<file path="config.mk">
export PLATFORM = sky130hd
export DESIGN_NAME = regbus_mac_bridge
export DESIGN_NICKNAME = d
export VERILOG_FILES = /design/src/rtl/mac_bridge_pkg.sv /design/src/rtl/mb_code_map.sv /design/src/rtl/mb_host_fanout.sv /design/src/rtl/mb_ctrl_fsm.sv /design/src/rtl/regbus_mac_bridge.sv
export SDC_FILE = /design/constraint.sdc
export NUM_CORES = 1
export LEC_CHECK = 0
export BUFFER_PORTS_ARGS = -buffer_cell sky130_fd_sc_hd__buf_2
export CAP_MARGIN = 20
export CELL_PAD_IN_SITES_DETAIL_PLACEMENT = 0
export CELL_PAD_IN_SITES_GLOBAL_PLACEMENT = 1
export CORE_MARGIN = 4
export CORE_UTILIZATION = 43
export CTS_CLUSTER_SIZE = 25
export DETAILED_ROUTE_END_ITERATION = 7
export GPL_TIMING_DRIVEN = 0
export PLACE_DENSITY = 0.86
export SLEW_MARGIN = 20
export SYNTH_ARGS = -nofsm -noshare
export SYNTH_HDL_FRONTEND = slang
export SYNTH_HIERARCHICAL = 1
export SYNTH_SLANG_ARGS = --single-unit
export TNS_END_PERCENT = 50
</file>
<file path="constraint.sdc">
create_clock -name clk -period 2.6 [get_ports clk]
set_input_delay 0.13 -clock clk [delete_from_list [all_inputs] [get_ports clk]]
set_output_delay 0.13 -clock clk [all_outputs]
set_load 0.01 [all_outputs]
</file>
<file path="src/rtl/mac_bridge_pkg.sv">
package mac_bridge_pkg;

    typedef enum logic [1:0] {
        ST_IDLE  = 2'd0,
        ST_ISSUE = 2'd1,
        ST_WAIT  = 2'd2,
        ST_LOCAL = 2'd3
    } bstate_t;

    typedef enum logic [1:0] {
        K_CFG   = 2'd0,
        K_MGMT  = 2'd1,
        K_LOCAL = 2'd2,
        K_NONE  = 2'd3
    } kind_t;

    localparam logic [1:0] OP_IDLE = 2'b00;
    localparam logic [1:0] OP_WR   = 2'b01;
    localparam logic [1:0] OP_RD   = 2'b10;

    localparam logic [1:0] RA_DHI  = 2'd0;
    localparam logic [1:0] RA_DLO  = 2'd1;
    localparam logic [1:0] RA_CTRL = 2'd2;
    localparam logic [1:0] RA_RDY  = 2'd3;

    localparam int F_CODE_LSB = 0;
    localparam int F_WE_BIT   = 8;
    localparam int F_SEL_LSB  = 16;
    localparam int F_ERR_BIT  = 8;

endpackage

</file>
<file path="src/rtl/mb_code_map.sv">
module mb_code_map
    import mac_bridge_pkg::*;
#(
    parameter int CODE_W  = 5,
    parameter int HADDR_W = 10
) (
    input  logic [CODE_W-1:0]  code,
    output kind_t              kind,
    output logic [HADDR_W-1:0] haddr,
    output logic [1:0]         lidx
);

    // Sparse host address for each MAC-bound code
    always_comb begin
        kind  = K_NONE;
        haddr = '0;
        lidx  = code[1:0];
        case (32'(code))
            0:  begin kind = K_CFG;  haddr = HADDR_W'(10'h200); end
            1:  begin kind = K_CFG;  haddr = HADDR_W'(10'h240); end
            2:  begin kind = K_CFG;  haddr = HADDR_W'(10'h280); end
            3:  begin kind = K_CFG;  haddr = HADDR_W'(10'h2C0); end
            4:  begin kind = K_CFG;  haddr = HADDR_W'(10'h300); end
            5:  begin kind = K_CFG;  haddr = HADDR_W'(10'h320); end
            6:  begin kind = K_CFG;  haddr = HADDR_W'(10'h340); end
            7:  begin kind = K_CFG;  haddr = HADDR_W'(10'h380); end
            8:  begin kind = K_CFG;  haddr = HADDR_W'(10'h384); end
            9:  begin kind = K_CFG;  haddr = HADDR_W'(10'h388); end
            10: begin kind = K_CFG;  haddr = HADDR_W'(10'h38C); end
            11: begin kind = K_CFG;  haddr = HADDR_W'(10'h390); end
            12, 13, 14: kind = K_LOCAL;
            15: begin kind = K_MGMT; haddr = HADDR_W'(10'h3B4); end
            default: kind = K_NONE;
        endcase
    end

endmodule

</file>
<file path="src/rtl/mb_host_fanout.sv">
module mb_host_fanout #(
    parameter int NUM_INST = 2,
    parameter int DATA_W   = 32,
    parameter int HADDR_W  = 10,
    parameter int SEL_W    = 1
) (
    input  logic                               active,
    input  logic [SEL_W-1:0]                   sel,
    input  logic [HADDR_W-1:0]                 addr,
    input  logic [DATA_W-1:0]                  wdata,
    input  logic [1:0]                         opcode,
    input  logic                               msel,
    input  logic                               req,
    output logic [NUM_INST-1:0][HADDR_W-1:0]   host_addr,
    output logic [NUM_INST-1:0][DATA_W-1:0]    host_wrdata,
    output logic [NUM_INST-1:0][1:0]           host_opcode,
    output logic [NUM_INST-1:0]                host_mgmt_sel,
    output logic [NUM_INST-1:0]                host_req
);

    for (genvar i = 0; i < NUM_INST; i++) begin : g_inst
        logic hit;
        assign hit              = active && (sel == SEL_W'(i));
        assign host_addr[i]     = hit ? addr   : '0;
        assign host_wrdata[i]   = hit ? wdata  : '0;
        assign host_opcode[i]   = hit ? opcode : 2'b00;
        assign host_mgmt_sel[i] = hit && msel;
        assign host_req[i]      = hit && req;
    end

endmodule

</file>
<file path="src/rtl/mb_ctrl_fsm.sv">
module mb_ctrl_fsm
    import mac_bridge_pkg::*;
(
    input  logic    clk,
    input  logic    rst_n,
    input  logic    start,
    input  kind_t   start_kind,
    input  kind_t   cur_kind,
    input  logic    cur_we,
    input  logic    done,
    output bstate_t state,
    output logic    issue,
    output logic    busy,
    output logic    finish
);

    bstate_t nxt;

    always_ff @(posedge clk or negedge rst_n) begin
        if (!rst_n) state <= ST_IDLE;
        else        state <= nxt;
    end

    always_comb begin
        nxt = state;
        unique case (state)
            ST_IDLE: begin
                if (start) begin
                    if (start_kind == K_CFG || start_kind == K_MGMT) nxt = ST_ISSUE; // START_MAC
                    else                                             nxt = ST_LOCAL; // START_LOCAL
                end
            end
            ST_ISSUE: begin
                if (cur_kind == K_CFG && cur_we) nxt = ST_IDLE;  // POST_DONE
                else                             nxt = ST_WAIT;  // AWAIT
            end
            ST_WAIT:  if (done) nxt = ST_IDLE;                   // CAPTURE
            ST_LOCAL: nxt = ST_IDLE;                             // LOCAL_DONE
            default:  nxt = ST_IDLE;
        endcase
    end

    always_comb begin
        issue  = (state == ST_ISSUE);
        busy   = (state != ST_IDLE);
        finish = (state == ST_ISSUE && cur_kind == K_CFG && cur_we)
              || (state == ST_WAIT && done)
              || (state == ST_LOCAL);
    end

endmodule

</file>
<file path="src/rtl/regbus_mac_bridge.sv">
module regbus_mac_bridge
    import mac_bridge_pkg::*;
#(
    parameter int NUM_INST = 2,
    parameter int DATA_W   = 32,
    parameter int HADDR_W  = 10,
    parameter int CODE_W   = 5
) (
    input  logic                             clk,
    input  logic                             rst_n,
    input  logic                             bus_we,
    input  logic [1:0]                       bus_addr,
    input  logic [DATA_W-1:0]                bus_wdata,
    output logic [DATA_W-1:0]                bus_rdata,
    output logic [NUM_INST-1:0][HADDR_W-1:0] host_addr,
    output logic [NUM_INST-1:0][DATA_W-1:0]  host_wrdata,
    output logic [NUM_INST-1:0][1:0]         host_opcode,
    output logic [NUM_INST-1:0]              host_mgmt_sel,
    output logic [NUM_INST-1:0]              host_req,
    input  logic [NUM_INST-1:0][DATA_W-1:0]  host_rddata,
    input  logic [NUM_INST-1:0]              host_done
);

    localparam int SEL_W = (NUM_INST > 1) ? $clog2(NUM_INST) : 1;

    // Bus-side registers
    logic [DATA_W-1:0]  data_hi, data_lo;
    logic [CODE_W-1:0]  cur_code;
    logic               cur_we;
    logic [SEL_W-1:0]   cur_sel;
    kind_t              cur_kind;
    logic [HADDR_W-1:0] cur_haddr;
    logic [1:0]         cur_lidx;
    logic [NUM_INST-1:0] rdy;
    logic               err;

    // Bridge-local words
    logic [DATA_W-1:0]  int_stat, int_en, mgmt_wd;

    // Decode of an incoming control word
    logic [CODE_W-1:0]  new_code;
    logic               new_we;
    logic [SEL_W-1:0]   new_sel;
    kind_t              new_kind;
    logic [HADDR_W-1:0] new_haddr;
    logic [1:0]         new_lidx;

    bstate_t            state;
    logic               issue, busy, finish;
    logic               ctrl_wr, start;
    logic               done_sel;
    logic [DATA_W-1:0]  rd_result, local_word;
    logic               is_mgmt;
    logic [1:0]         acc_op;
    logic [DATA_W-1:0]  acc_wdata;

    assign new_code = bus_wdata[F_CODE_LSB +: CODE_W];
    assign new_we   = bus_wdata[F_WE_BIT];
    assign new_sel  = bus_wdata[F_SEL_LSB +: SEL_W];
    assign ctrl_wr  = bus_we && (bus_addr == RA_CTRL);
    assign start    = ctrl_wr && !busy;
    assign done_sel = host_done[cur_sel];

    mb_code_map #(.CODE_W(CODE_W), .HADDR_W(HADDR_W)) u_map (
        .code  (new_code),
        .kind  (new_kind),
        .haddr (new_haddr),
        .lidx  (new_lidx)
    );

    mb_ctrl_fsm u_fsm (
        .clk        (clk),
        .rst_n      (rst_n),
        .start      (start),
        .start_kind (new_kind),
        .cur_kind   (cur_kind),
        .cur_we     (cur_we),
        .done       (done_sel),
        .state      (state),
        .issue      (issue),
        .busy       (busy),
        .finish     (finish)
    );

    // Access latch and ready/error tracking
    always_ff @(posedge clk or negedge rst_n) begin
        if (!rst_n) begin
            cur_code  <= '0;
            cur_we    <= 1'b0;
            cur_sel   <= '0;
            cur_kind  <= K_NONE;
            cur_haddr <= '0;
            cur_lidx  <= 2'd0;
            rdy       <= '1;
            err       <= 1'b0;
        end else begin
            if (start) begin
                cur_code      <= new_code;
                cur_we        <= new_we;
                cur_sel       <= new_sel;
                cur_kind      <= new_kind;
                cur_haddr     <= new_haddr;
                cur_lidx      <= new_lidx;
                rdy[new_sel]  <= 1'b0;
            end
            if (finish) rdy[cur_sel] <= 1'b1;
            if (ctrl_wr && busy)
                err <= 1'b1;
            else if (bus_we && bus_addr == RA_RDY && bus_wdata[F_ERR_BIT])
                err <= 1'b0;
        end
    end

    // Read result: MAC data when waiting, otherwise local word or zero
    always_comb begin
        unique case (cur_lidx)
            2'd0:    local_word = int_stat;
            2'd1:    local_word = int_en;
            2'd2:    local_word = mgmt_wd;
            default: local_word = '0;
        endcase
        if (state == ST_WAIT)         rd_result = host_rddata[cur_sel];
        else if (cur_kind == K_LOCAL) rd_result = local_word;
        else                          rd_result = '0;
    end

    // Data pair: bus writes, overridden by read completion
    always_ff @(posedge clk or negedge rst_n) begin
        if (!rst_n) begin
            data_hi <= '0;
            data_lo <= '0;
        end else if (finish && !cur_we) begin
            data_hi <= '0;
            data_lo <= rd_result;
        end else if (bus_we) begin
            if (bus_addr == RA_DHI) data_hi <= bus_wdata;
            if (bus_addr == RA_DLO) data_lo <= bus_wdata;
        end
    end

    // Local words written from data low in the LOCAL state
    always_ff @(posedge clk or negedge rst_n) begin
        if (!rst_n) begin
            int_stat <= '0;
            int_en   <= '0;
            mgmt_wd  <= '0;
        end else if (state == ST_LOCAL && cur_we && cur_kind == K_LOCAL) begin
            unique case (cur_lidx)
                2'd0:    int_stat <= data_lo;
                2'd1:    int_en   <= data_lo;
                2'd2:    mgmt_wd  <= data_lo;
                default: ;
            endcase
        end
    end

    // Strobe contents during ISSUE
    assign is_mgmt   = (cur_kind == K_MGMT);
    assign acc_op    = cur_we ? OP_WR : OP_RD;
    assign acc_wdata = is_mgmt ? mgmt_wd : data_lo;

    mb_host_fanout #(
        .NUM_INST (NUM_INST),
        .DATA_W   (DATA_W),
        .HADDR_W  (HADDR_W),
        .SEL_W    (SEL_W)
    ) u_fan (
        .active        (issue),
        .sel           (cur_sel),
        .addr          (cur_haddr),
        .wdata         (acc_wdata),
        .opcode        (acc_op),
        .msel          (is_mgmt),
        .req           (is_mgmt),
        .host_addr     (host_addr),
        .host_wrdata   (host_wrdata),
        .host_opcode   (host_opcode),
        .host_mgmt_sel (host_mgmt_sel),
        .host_req      (host_req)
    );

    // Bus read mux
    always_comb begin
        bus_rdata = '0;
        unique case (bus_addr)
            RA_DHI: bus_rdata = data_hi;
            RA_DLO: bus_rdata = data_lo;
            RA_CTRL: begin
                bus_rdata[F_CODE_LSB +: CODE_W] = cur_code;
                bus_rdata[F_WE_BIT]             = cur_we;
                bus_rdata[F_SEL_LSB +: SEL_W]   = cur_sel;
            end
            RA_RDY: begin
                bus_rdata[NUM_INST-1:0] = rdy;
                bus_rdata[F_ERR_BIT]    = err;
            end
            default: bus_rdata = '0;
        endcase
    end

endmodule

</file>
# Word-level counts from Yosys, hierarchy flattened
# Cells that the tools add are included.
# totals
register_bits	186
input_bits	103
# op_classes
order_cmp	4
eq_ne	28
mux	43
bitwise_logic	4
n_reduce_logical	42
# op_table
operator	count
32-bit 2-to-1 mux	13
10-bit case mux with 13 select lines	1
32-bit case mux with 3 select lines	1
5-bit by 4-bit equality test with 1-bit output, second input constant	8
15-bit case mux with 2 select lines	1
5-bit by 3-bit equality test with 1-bit output, second input constant	4
10-bit 2-to-1 mux	2
1-bit logical AND	18
2-bit 2-to-1 mux	9
2-bit case mux with 4 select lines	2
7-bit case mux with 2 select lines	1
2-bit equality test, second input constant	6
2-bit AND reduction	6
12-bit OR reduction	1
2-bit by 1-bit equality test with 1-bit output, second input constant	5
5-bit by 2-bit equality test with 1-bit output, second input constant	2
2-bit zero test	5
2-bit nonzero test	5
3-bit case mux with 3 select lines	1
1-bit 2-to-1 mux	6
2-bit case mux with 3 select lines	1
3-bit case mux with 2 select lines	1
5-bit by 1-bit equality test with 1-bit output, second input constant	1
5-bit zero test	1
14 further kinds	20

# Depth between registers and ports, before layout
# depth
depth_word	9
mapped_depth	11

# Modules after synthesis
# The synthesis kept the hierarchy.
# modules_own_cells
mod	instances	cells_each	area_each_um2	seq_area_each_um2
regbus_mac_bridge	1	852	9655.5	4609.4
mb_host_fanout	1	112	860.8	0.0
mb_code_map	1	28	187.7	0.0
mb_ctrl_fsm	1	13	118.9	50.0

# Least setup slack after synthesis
# Ideal clock, no wire load.
# synth_path
path_kind	reg2reg
from	reg cur_sel
to	reg data_lo[19]
setup_time_ns	0.122
arrival_time_ns	2.261
required_time_ns	2.478
path_slack_ns	0.217
stages_incl_launch_ff	12
path_buffers	4
period_less_slack_ns	2.383
path_cell_list	dfrtp_1 buf_4 buf_2 mux2_2 o21ai_0 nand2_1 nor2b_1 clkbuf_1 nand2_1 buf_2 a21oi_1 a2111oi_1
# synth_via
elab_chain_cells	8
# synth_rtl
item	line_no	text
from (decl)	regbus_mac_bridge.sv:30	logic [SEL_W-1:0] cur_sel;
from (signal assigned)	regbus_mac_bridge.sv:100	cur_sel <= new_sel;
1-bit 2-to-1 mux (not written as such) * (2 in series)	regbus_mac_bridge.sv:62	assign done_sel = host_done[cur_sel];
net done_sel	regbus_mac_bridge.sv:51	logic done_sel;
1-bit logical AND *	mb_ctrl_fsm.sv:47	|| (state == ST_WAIT && done)
1-bit logical OR *	mb_ctrl_fsm.sv:47	
1-bit logical OR *	mb_ctrl_fsm.sv:48	|| (state == ST_LOCAL);
net finish	regbus_mac_bridge.sv:49	logic issue, busy, finish;
1-bit logical AND *	regbus_mac_bridge.sv:132	end else if (finish && !cur_we) begin
2-bit nonzero test (no source line)	--	
2-bit AND reduction (no source line)	--	
to (signal assigned)	regbus_mac_bridge.sv:134	data_lo <= rd_result;
to (signal assigned)	regbus_mac_bridge.sv:137	if (bus_addr == RA_DLO) data_lo <= bus_wdata;
to (decl)	regbus_mac_bridge.sv:27	logic [DATA_W-1:0] data_hi, data_lo;
# Mark *: on every way through the listed nets, which the timed path passes. The rest lies on a longest branch. The select of a mux whose other input is x is not followed.
# A chain may end at the register's enable or synchronous reset.

==> flow_summary_export.csv <==
group,metric,value,unit
timing,fmax,390,MHz
hold_path,hold_class,"in -> reg",
floorplanning,die_area,27800,sq um
global_route,grt.total_usage,0.246,
layout,diodes,0,
route,drt-met1-wl,14900,um
route,via_per_inst,5.55,
setup_path,arrival,2.43,ns
floorplanning,fp.dieW,167,um
clock_tree,clk_latency,0.43,ns
clock_tree,cts.clk_slew.worst_paths,0.07,ns
layout,final_cell_mix,"260 x buf_2, 182 x dfrtp_1, 149 x mux2_2, 94 x nor2_1, 93 x mux2i_1",
global_route,grt_pass1_wl,53900,um
layout,syn_to_final_growth,23.7,%
pwr,p_leak,7.00,nW
yosys,synth-edff-count,0,
yosys,synth_seq_cells,186,
yosys,ys_types,47,
placement,dpl_cell_area,12400,sq um
layout,fin_area,13400,sq um
yosys,netlist_area,10800,sq um
clock_tree,h-tree-depth,4,
pwr,power_frac_seq,0.382,
route,wl_met3,2140,um
placement,place_ws,-0.429,ns
placement,numPortBuffers,226,
route,drt_iter0_markers,611,
clock_tree,cts_max_path_buffers,2,
timing,hold_viol,0,
floorplanning,io_pins,227,
route,wirelength,34700,um
global_route,grt_overflow,0,
pwr,sw_frac_of_total,0.370,
pwr,switchingPower,4.08,mW
run_status,status,"completed",
placement,gp_congestion,0.875,
pwr,power_density,823,nW/um^2
yosys,synth.avg_cell_area,10.8,sq um
setup_path,crit_type,"reg -> out",
global_route,antenna_found_initial,0,
clock_tree,clockRootBuffer,"clkbuf_16",
clock_tree,cts-buffers-inserted,17,
pwr,ir_drop,515,uV
pwr,p_clk_frac,0.254,
setup_path,start_kind,"register",
yosys,yosys_warnings,6,
timing,maxSlewHeadroom,0.501,
setup_path,cp.required,2.47,ns
timing,slew_violations,0,
floorplanning,die_y,167,um
route,wl_per_cell,21.4,um
job,drv_cap,0,
yosys,ys_seq_area_frac,0.431,
pwr,internal-power,6.94,mW
global_route,grt_max_degree,96,
timing,clock_skew,0.0119,ns
yosys,synthCells,1005,
floorplanning,coreArea,24500,sq um
route,dr_total_vias,8989,
placement,hpwlAfterDp,24400,um
layout,final_util,0.546,
timing,worst-slew-pin-transition,0.749,ns
setup_path,crit_start,"cur_kind[0]",
setup_path,r2r-start,"cur_sel",
pwr,p_comb_frac,0.364,
route,drc,0,
clock_tree,cts_sinks,186,
timing,grt_setup_unrepaired,"true",
timing,setup_viol,0,
hold_path,hp-start,"bus_wdata[0]",
timing,period_needed,2.56,ns
layout,final_layout_size_suffix_gt1_frac,0.412,
yosys,async_flop_share,1.00,
global_route,grt_pass1_vias,9219,
layout,num-nets-final,1385,
timing,period_share,0.986,
setup_path,cp-end-kind,"output port",
clock_tree,cts_tree,"yes",
route,top_layer,"met4",
floorplanning,start_util,0.441,
yosys,synth_ff_type,"dfrtp_1",
timing,setup_ws,0.0377,ns
route,firstDrtPassIters,5,
setup_path,worstPathMaxFanout,10,
floorplanning,rows,57,
layout,layout_commonest_cell,"buf_2",
route,met2_length,16700,um
route,postRouteAntennaNets,0,
pwr,p_total,11.0,mW
==> cells in the mapped netlist (2+ instances only) <==
| master | number | share of area |
|---|---|---|
| buf_6 | 14 | 0.015 |
| mux2i_1 | 93 | 0.086 |
| nand3b_1 | 33 | 0.023 |
| a2111oi_2 | 28 | 0.039 |
| a22o_1 | 2 | 0.0016 |
| clkbuf_1 | 24 | 0.0083 |
| nor2_1 | 94 | 0.033 |
| and3_1 | 46 | 0.027 |
| nand2b_1 | 5 | 0.0029 |
| a2111oi_0 | 2 | 0.0016 |
| buf_2 | 40 | 0.018 |
| a21oi_1 | 65 | 0.030 |
| a2111oi_1 | 2 | 0.0018 |
| mux4_2 | 3 | 0.0062 |
| nor3_4 | 2 | 0.0030 |
| inv_1 | 6 | 0.0021 |
| dfrtp_1 | 182 | 0.42 |
| nor2b_1 | 4 | 0.0023 |
| mux2_2 | 149 | 0.16 |
| nor3_1 | 2 | 0.00092 |
| and3b_1 | 46 | 0.037 |
| nand3b_2 | 2 | 0.0021 |
| o21ai_0 | 41 | 0.019 |
| buf_4 | 15 | 0.010 |
| nand2_1 | 80 | 0.028 |
| dfstp_2 | 4 | 0.0097 |
==> layout make-up <==
class	count	area [sq um]
fill	2216	11100
multi-input combinational	720	5590
sequential	186	4660
timing repair buffer	259	1480
buffer	92	602
clock buffer	21	470
tap	324	405
clock inverter	11	156
inverter	6	22.5
==> metal layers <==
metal / track usage / vias to the layer above
met5: 0 / -
met3: 0.0450 / 50
met1: 0.331 / 4481
met2: 0.405 / 320
li1: - / 4138
met4: 0.0772 / 0
==> timing repair <==
action | 4_1_cts | 5_1_grt
endpoints found under the setup margin | 107 | 64
resized for setup | 10 | 18
hold buffers | 29 | 0
pin swaps | 0 | 1
endpoints found under the hold margin | 119 | 0
buffers inserted | 0 | 3
==> worst paths after layout <==
check,end,slack (ns),cells past startpoint
setup / recovery,host_wrdata[41],0.04,6
hold / removal,data_hi[0],0.04,3
setup reg to reg,data_lo[1],0.22,9
hold reg to reg,int_stat[15],0.51,1
max in group asynchronous,int_stat[9],1.36,3
min in group asynchronous,cur_haddr[0],0.30,2
==> power by group through the flow <==
stage / sequential [mW] / clock [mW] / combinational, mW
6_report: 4.21 / 2.79 / 4.01
5_1_grt: 4.31 / 2.93 / 4.36
4_1_cts: 4.19 / 2.80 / 3.99
3_5_place_dp: 4.24 / 0 / 3.93
3_3_place_gp: 4.21 / 0 / 3.87
2_1_floorplan: 3.99 / 0 / 2.66
==> flip-flops by register name (all words and copies together) (netlist names) <==
register	count
u_fsm/state	2
data_lo	32
int_en	32
mgmt_wd	32
cur_we	1
cur_code	5
rdy	2
err	1
cur_sel	1
data_hi	32
int_stat	32
cur_kind	2
cur_lidx	2
cur_haddr	10
==> kinds of logic after synthesis <==
kind of cell / Yosys count / synth area share
multiplexers: 245 / 0.247
AO/OA/AOI/OAI: 148 / 0.100
other: 1 / 0.000346
flip-flops: 186 / 0.431
buffers and inverters: 100 / 0.0542
XOR/XNOR: 2 / 0.00162
AND/OR/NAND/NOR: 323 / 0.166
==> worst max-delay path, stage by stage (launching register included) <==
cell	delay (ns)
dfstp_2	0.55
nor2b_1	0.15
buf_2	0.26
buf_4	0.27
mux2_2	0.43
and3_1	0.19
buf_2	0.14
==> metrics by stage <==
step                hold WS [ns]  cells  TNS, ns
global route              0.0570   1619   -0.202
floorplan                 -0.166   1006        0
detailed placement         0.207   1557   -11.94
global placement           0.381   1556  -317.67
finish                    0.0367   1619        0
CTS                       0.0167   1617        0
Note: power is estimated with default switching activity, not from simulation.
